==> config.mk <==
export PLATFORM = sky130hd
export DESIGN_NAME = msg_queue_unit
export DESIGN_NICKNAME = d
export VERILOG_FILES = /design/src/rtl/mqu_pkg.sv /design/src/rtl/mqu_steer.sv /design/src/rtl/mqu_ring.sv /design/src/rtl/msg_queue_unit.sv
export SDC_FILE = /design/constraint.sdc
export NUM_CORES = 2
export LEC_CHECK = 0
export BUFFER_PORTS_ARGS = -buffer_cell sky130_fd_sc_hd__buf_2
export CORE_ASPECT_RATIO = 2
export CORE_UTILIZATION = 45
export CTS_BUF_LIST = sky130_fd_sc_hd__clkbuf_4 sky130_fd_sc_hd__clkbuf_8
export CTS_CLUSTER_SIZE = 40
export DETAILED_ROUTE_END_ITERATION = 8
export PLACE_DENSITY = 0.7
export SETUP_SLACK_MARGIN = 0.02
export SYNTH_ARGS = -nofsm -noshare
export SYNTH_HDL_FRONTEND = slang
export SYNTH_HIERARCHICAL = 1
export SYNTH_SLANG_ARGS = --single-unit
==> constraint.sdc <==
create_clock -name clk -period 4.7 [get_ports clk]
set_clock_uncertainty 0.05 [all_clocks]
set_input_delay 0.235 -clock clk [delete_from_list [all_inputs] [get_ports clk]]
set_output_delay 0.235 -clock clk [all_outputs]
set_load 0.05 [all_outputs]
==> src/rtl/mqu_pkg.sv <==
package mqu_pkg;

    localparam int MSG_W   = 32;
    localparam int BYTES_W = MSG_W / 8;
    localparam int NQ      = 4;

    localparam logic [MSG_W-1:0] EMPTY_WORD = '1;

    typedef enum logic [2:0] {
        Q_IN_POST  = 3'd0,
        Q_IN_FREE  = 3'd1,
        Q_OUT_POST = 3'd2,
        Q_OUT_FREE = 3'd3,
        Q_STATUS   = 3'd4
    } qsel_e;

    typedef struct packed {
        logic             push;
        logic             pop;
        logic [MSG_W-1:0] data;
    } qreq_t;

    // Queues filled from the host side; the others are drained by the host.
    function automatic logic host_fills(input int q);
        return (q == int'(Q_IN_POST)) || (q == int'(Q_OUT_FREE));
    endfunction

endpackage

==> src/rtl/mqu_steer.sv <==
module mqu_steer
    import mqu_pkg::*;
(
    input  logic [2:0]         host_addr,
    input  logic               host_wr,
    input  logic               host_rd,
    input  logic [BYTES_W-1:0] host_be,
    input  logic [MSG_W-1:0]   host_wdata,
    input  logic [2:0]         loc_addr,
    input  logic               loc_wr,
    input  logic               loc_rd,
    input  logic [MSG_W-1:0]   loc_wdata,
    output qreq_t [NQ-1:0]     req
);

    logic [MSG_W-1:0] host_masked;

    // Byte enables shape the stored word but never gate the push.
    for (genvar b = 0; b < BYTES_W; b++) begin : g_mask
        assign host_masked[b*8 +: 8] = host_be[b] ? host_wdata[b*8 +: 8] : 8'h00;
    end

    for (genvar q = 0; q < NQ; q++) begin : g_req
        localparam logic HOST_SIDE_PUSH = host_fills(q);
        localparam logic [2:0] CODE = 3'(q);
        if (HOST_SIDE_PUSH) begin : g_host_in
            assign req[q].push = host_wr && (host_addr == CODE);
            assign req[q].pop  = loc_rd  && (loc_addr  == CODE);
            assign req[q].data = host_masked;
        end else begin : g_loc_in
            assign req[q].push = loc_wr  && (loc_addr  == CODE);
            assign req[q].pop  = host_rd && (host_addr == CODE);
            assign req[q].data = loc_wdata;
        end
    end

endmodule

==> src/rtl/mqu_ring.sv <==
module mqu_ring
    import mqu_pkg::*;
#(
    parameter int   DEPTH      = 16,
    parameter logic PUSH_FIRST = 1'b1
) (
    input  logic             clk,
    input  logic             rst,
    input  logic             push,
    input  logic [MSG_W-1:0] push_data,
    input  logic             pop,
    output logic [MSG_W-1:0] pop_data,
    output logic             empty,
    output logic             full,
    output logic             ovf
);

    localparam int AW = (DEPTH > 1) ? $clog2(DEPTH) : 1;
    localparam int CW = $clog2(DEPTH + 1);
    localparam logic [CW-1:0] FULL_CNT = CW'(DEPTH);

    logic [MSG_W-1:0] mem [DEPTH];
    logic [AW-1:0]    head, tail;
    logic [CW-1:0]    cnt, mid_cnt;
    logic             push_ok, pop_ok;

    function automatic logic [AW-1:0] step(input logic [AW-1:0] p);
        return (p == AW'(DEPTH - 1)) ? '0 : p + AW'(1);
    endfunction

    if (PUSH_FIRST) begin : g_push_first
        always_comb begin
            push_ok  = push && (cnt != FULL_CNT);
            mid_cnt  = cnt + CW'(push_ok);
            pop_ok   = pop && (mid_cnt != '0);
            pop_data = !pop_ok        ? EMPTY_WORD :
                       (cnt == '0)    ? push_data  : mem[tail];
        end
    end else begin : g_pop_first
        always_comb begin
            pop_ok   = pop && (cnt != '0);
            mid_cnt  = cnt - CW'(pop_ok);
            push_ok  = push && (mid_cnt != FULL_CNT);
            pop_data = pop_ok ? mem[tail] : EMPTY_WORD;
        end
    end

    always_ff @(posedge clk) begin
        if (push_ok) mem[head] <= push_data;
    end

    always_ff @(posedge clk) begin
        if (rst) begin
            head <= '0;
            tail <= '0;
            cnt  <= '0;
            ovf  <= 1'b0;
        end else begin
            if (push_ok) head <= step(head);
            if (pop_ok)  tail <= step(tail);
            cnt <= cnt + CW'(push_ok) - CW'(pop_ok);
            if (push && !push_ok) ovf <= 1'b1;
        end
    end

    assign empty = (cnt == '0);
    assign full  = (cnt == FULL_CNT);


    ovf_sticky_chk: assert property (@(posedge clk) disable iff (rst)
        ovf |=> ovf);


    full_drop_chk: assert property (@(posedge clk) disable iff (rst)
        (full && push && !pop) |=> (ovf && full && $stable(head)));


    empty_pop_chk: assert property (@(posedge clk) disable iff (rst)
        (empty && pop && !push) |=> (empty && $stable(tail)));


    cnt_range_chk: assert property (@(posedge clk) disable iff (rst)
        cnt <= FULL_CNT);

endmodule

==> src/rtl/msg_queue_unit.sv <==
module msg_queue_unit
    import mqu_pkg::*;
#(
    parameter int DEPTH = 16
) (
    input  logic               clk,
    input  logic               rst,
    input  logic [2:0]         host_addr,
    input  logic               host_wr,
    input  logic               host_rd,
    input  logic [BYTES_W-1:0] host_be,
    input  logic [MSG_W-1:0]   host_wdata,
    output logic [MSG_W-1:0]   host_rdata,
    output logic               host_msg_pending,
    input  logic [2:0]         loc_addr,
    input  logic               loc_wr,
    input  logic               loc_rd,
    input  logic [MSG_W-1:0]   loc_wdata,
    output logic [MSG_W-1:0]   loc_rdata,
    output logic               loc_irq
);

    qreq_t [NQ-1:0]   req;
    logic [MSG_W-1:0] qdata [NQ];
    logic [NQ-1:0]    q_empty, q_full, q_ovf;
    logic [MSG_W-1:0] status_word;

    mqu_steer u_steer (
        .host_addr (host_addr),
        .host_wr   (host_wr),
        .host_rd   (host_rd),
        .host_be   (host_be),
        .host_wdata(host_wdata),
        .loc_addr  (loc_addr),
        .loc_wr    (loc_wr),
        .loc_rd    (loc_rd),
        .loc_wdata (loc_wdata),
        .req       (req)
    );

    // Host side goes first: push-first where the host fills, pop-first where it drains.
    for (genvar q = 0; q < NQ; q++) begin : g_q
        mqu_ring #(
            .DEPTH     (DEPTH),
            .PUSH_FIRST(host_fills(q))
        ) u_ring (
            .clk      (clk),
            .rst      (rst),
            .push     (req[q].push),
            .push_data(req[q].data),
            .pop      (req[q].pop),
            .pop_data (qdata[q]),
            .empty    (q_empty[q]),
            .full     (q_full[q]),
            .ovf      (q_ovf[q])
        );
    end

    assign status_word = {{(MSG_W - 3*NQ){1'b0}}, q_ovf, q_full, q_empty};

    always_ff @(posedge clk) begin
        if (rst) begin
            host_rdata <= '0;
        end else if (host_rd) begin
            case (host_addr)
                Q_IN_FREE:  host_rdata <= qdata[Q_IN_FREE];
                Q_OUT_POST: host_rdata <= qdata[Q_OUT_POST];
                Q_STATUS:   host_rdata <= status_word;
                default:    host_rdata <= EMPTY_WORD;
            endcase
        end
    end

    always_ff @(posedge clk) begin
        if (rst) begin
            loc_rdata <= '0;
        end else if (loc_rd) begin
            case (loc_addr)
                Q_IN_POST:  loc_rdata <= qdata[Q_IN_POST];
                Q_OUT_FREE: loc_rdata <= qdata[Q_OUT_FREE];
                Q_STATUS:   loc_rdata <= status_word;
                default:    loc_rdata <= EMPTY_WORD;
            endcase
        end
    end

    assign loc_irq          = !q_empty[Q_IN_POST];
    assign host_msg_pending = !q_empty[Q_OUT_POST];


    host_hold_chk: assert property (@(posedge clk) disable iff (rst)
        !host_rd |=> $stable(host_rdata));


    loc_hold_chk: assert property (@(posedge clk) disable iff (rst)
        !loc_rd |=> $stable(loc_rdata));

endmodule

==> results.toml <==
[clock_network]
clkLatencyLatePin_ns = 0.91
cts_tree = "done"
clock_path_buffers = 4
clkSinkCount = 2184
cts_root_buf = "clkbuf_8"
clk_pin_slew_worst_paths_ns = 0.07
htree_num_levels = 5
cts_made_buffers = 302

[synth]
synth-seq-cells = 2184
syn_nets = 4447
yosysSeqAreaShare = 0.7266
synth_compound_area_frac = 0.03140
syn_area_sq_mm = 0.08839
syn_avg_cell_area_sq_um = 20.47
synth.mux.area_fraction = 0.1711
synthSimpleGateAreaFrac = 0.03131
synth-xor-area-share = 0.002180
synth_top_family_by_area = "multiplexers"
yosys_most_used_dff = "edfxtp_1"
synthAdderAreaFrac = 0.007248
syn_inst = 4317
synthArstFlopShare = 0
synth_warnings = 6
synth-edff-count = 2048
synth_cell_types = 82

[final_layout]
ff_latch_area_sq_mm = 0.06427
drive_gt1_frac = 0.3186
mostFrequentLayoutCell = "edfxtp_1"
stdcell_area_sq_mm = 0.09849
final_nets = 4809
syn_to_final_growth_pct = 11.43
multi_input_area_sq_mm = 0.02185
nFillCells = 15330
layout_common_cells = "edfxtp_1, mux4_2, clkbuf_8"

[setup_path]
worstReg2RegStart = "g_q[1].u_ring/cnt[2]"
slowest_stage = "fa_1"
required_ns = 5.39
crit_path_max_incr_delay_ns = 0.42
crit_path_end = "g_q[1].u_ring/cnt[4]"
path_cells = "inv_1 > ha_1 > nor4b_4 > nor2b_1 > ha_1 > nand2b_1 > mux2i_1 > o211ai_2 > and2_4 > inv_4 > ha_1 > inv_1 > ha_1 > inv_1 > fa_1 > nor2_1 > nor2_1 > o21bai_1 > xnor2_1 > nor2_1"
rrSetupSlack_ns = 0.57
startpoint = "g_q[1].u_ring/cnt[2]"
crit_path_frequent_cell = "ha_1"
worst-path-max-fanout = 14
reg2reg_to = "g_q[1].u_ring/cnt[4]"
cp.arrival_ns = 4.83
ff2ff_path_depth = 20
start_kind = "flop"
crit_type = "flop to flop"
critPathCaptureType = "flop"

[place]
gp_congestion = 0.8585
dp_hpwl_microns = 135500
place_ws_ns = 0.5806
postPlaceCellArea_sq_mm = 0.09189
io_buffers = 145

[global_route]
antenna_found_initial = 7
grt_start_max_net_pins = 67
gr-usage-all-layers = 0.2198
grt_pass1_vias = 46140
overflow = 0
grt_pass1_wl_microns = 313800

[detailed_routing]
drc = 38
vias_per_cell = 5.869
wl_microns = 218300
vias = 43720
dr.pass1.iters = 9
ant_nets = 0
drt_iter0_drc = 3879
wl_per_cell_microns = 29.31

[sta]
finalHoldViolCount = 0
worst_slack_ns = 0.5652
tightest_slew_ns = 1.363
fmax_mhz = 241.9
fin_crit_ns = 4.135
relSlewSlack = 0.09115
slew_violations = 0
rsz0062_at_grt = "no"
post-route-period-util = 0.8797
setup_tns_ns = 0
final-setup-viol-count = 0

[status]
violations = "DRC"
status = "complete, but fails checks"

[worst_hold_path]
min_path_type = "primary input to flop"

[power_and_ir_drop]
p_int_uw = 29340
p_clk_frac = 0.380
totalPowerFinal_uw = 37750
netSwitchingFraction = 0.2227
powerDensity_mw_per_mm2 = 383.3
p_sw_uw = 8406
pwr-share-comb = 0.052
seqPwrFrac = 0.568
vdd_ir_drop_max_uv = 301.4
p_leak_uw = 0.03013

[floorplanning]
num_rows = 229
core-area_sq_mm = 0.1948
die_h_microns = 628.8
die_area_sq_mm = 0.1983
die_w_microns = 315.4
ios = 146
start_util = 0.4537

[run]
maxCapViolCount = 0
## cell type report
type | instances | area share
sequential | 2184 | 0.6525
multi-input combinational | 1743 | 0.2219
clock inverter | 139 | 0.009032
tap | 2541 | 0.03228
antenna | 6 | 0.0001524
clock buffer | 389 | 0.04991
inverter | 42 | 0.001651
timing repair buffer | 406 | 0.03257
## timing repair
action | in CTS | in global routing
gates resized for setup | 0 | 0
hold buffers | 78 | 0
hold endpoints to repair | 1760 | 0
buffers inserted | 0 | 0
## per-stage QoR
stage | util | cells | hold WS, ns
floorplan | - | 4317 | 0.2566
global placement | 0.4716 | 6838 | 0.4205
detailed placement | 0.4716 | 6838 | 0.4147
CTS | 0.5054 | 7444 | 0.02082
global route | 0.5055 | 7448 | 0.06647
finish | 0.5055 | 7450 | 0.1401
## sequential cells by signal (all words and copies together) (netlist names), named ones only
signal,flops
g_q.u_ring/head,16
g_q.u_ring/ovf,4
loc_rdata,32
g_q.u_ring/cnt,20
g_q.u_ring/mem,2048
g_q.u_ring/tail,16
host_rdata,32
## critical path: cells and delay by family, from the launching register on
family | cells | cell delay, ns
buffers and inverters | 4 | 0.39
multiplexers | 1 | 0.31
AO/OA/AOI/OAI | 2 | 0.35
flip-flops | 1 | 0.39
adder cells (fa/ha/maj) | 5 | 1.37
AND/OR/NAND/NOR | 7 | 0.95
XOR/XNOR | 1 | 0.14
## routing by layer
| metal | global-route usage | vias to the layer above | wire length, microns |
|---|---|---|---|
| li1 | - | 18380 | - |
| met1 | 0.2347 | 22940 | 72190 |
| met2 | 0.4072 | 1862 | 119600 |
| met3 | 0.03418 | 548 | 13570 |
| met4 | 0.1221 | 2 | 12990 |
| met5 | 0 | - | 8 |
## power groups by stage
stage	registers, uW	clock network (uW)	logic (uW)
floorplan	22000	0	1190
global placement	21900	0	1840
detailed placement	21900	0	1890
CTS	21500	14600	1950
global route	21500	15400	2070
finish	21500	14300	1960
## kinds of logic (layout without fill, tap and decap cells)
family                   after synthesis  count (layout)
XOR/XNOR                              22              22
other                                  0               6
multiplexers                         862             862
buffers and inverters                390             976
adder cells (fa/ha/maj)               50              50
flip-flops                          2184            2184
AO/OA/AOI/OAI                        327             327
AND/OR/NAND/NOR                      482             482
## Yosys cell counts, drive strengths merged (14+ instances only)
library cell / number / share of area
mux2i: 282 / 0.032
nor2: 123 / 0.0054
mux4: 512 / 0.13
nor3: 14 / 0.00079
o211ai: 68 / 0.0093
a22oi: 64 / 0.0054
o32ai: 22 / 0.0022
mux2: 68 / 0.0087
or3b: 21 / 0.0021
a21oi: 62 / 0.0035
nor2b: 46 / 0.0033
dfxtp: 136 / 0.031
and2: 38 / 0.0028
inv: 42 / 0.0018
nand2b: 60 / 0.0042
ha: 48 / 0.0068
nand2: 104 / 0.0044
o221ai: 20 / 0.0020
buf: 274 / 0.024
xnor2: 16 / 0.0016
a211oi: 16 / 0.0015
clkbuf: 74 / 0.0041
edfxtp: 2048 / 0.70
## worst min-delay path by stage
stage	start	end	slack, ns	depth (start not counted)
floorplan	rst	g_q[1].u_ring/cnt[0]	0.26	1
global placement	host_rdata[11]	host_rdata[11]	0.42	2
detailed placement	loc_rdata[18]	loc_rdata[18]	0.41	2
CTS	host_wdata[7]	g_q[3].u_ring/mem[7][7]	0.02	3
global route	host_wdata[7]	g_q[3].u_ring/mem[6][7]	0.07	3
finish	host_wdata[4]	g_q[3].u_ring/mem[6][4]	0.14	3
Note: power is estimated with default switching activity, not from simulation.
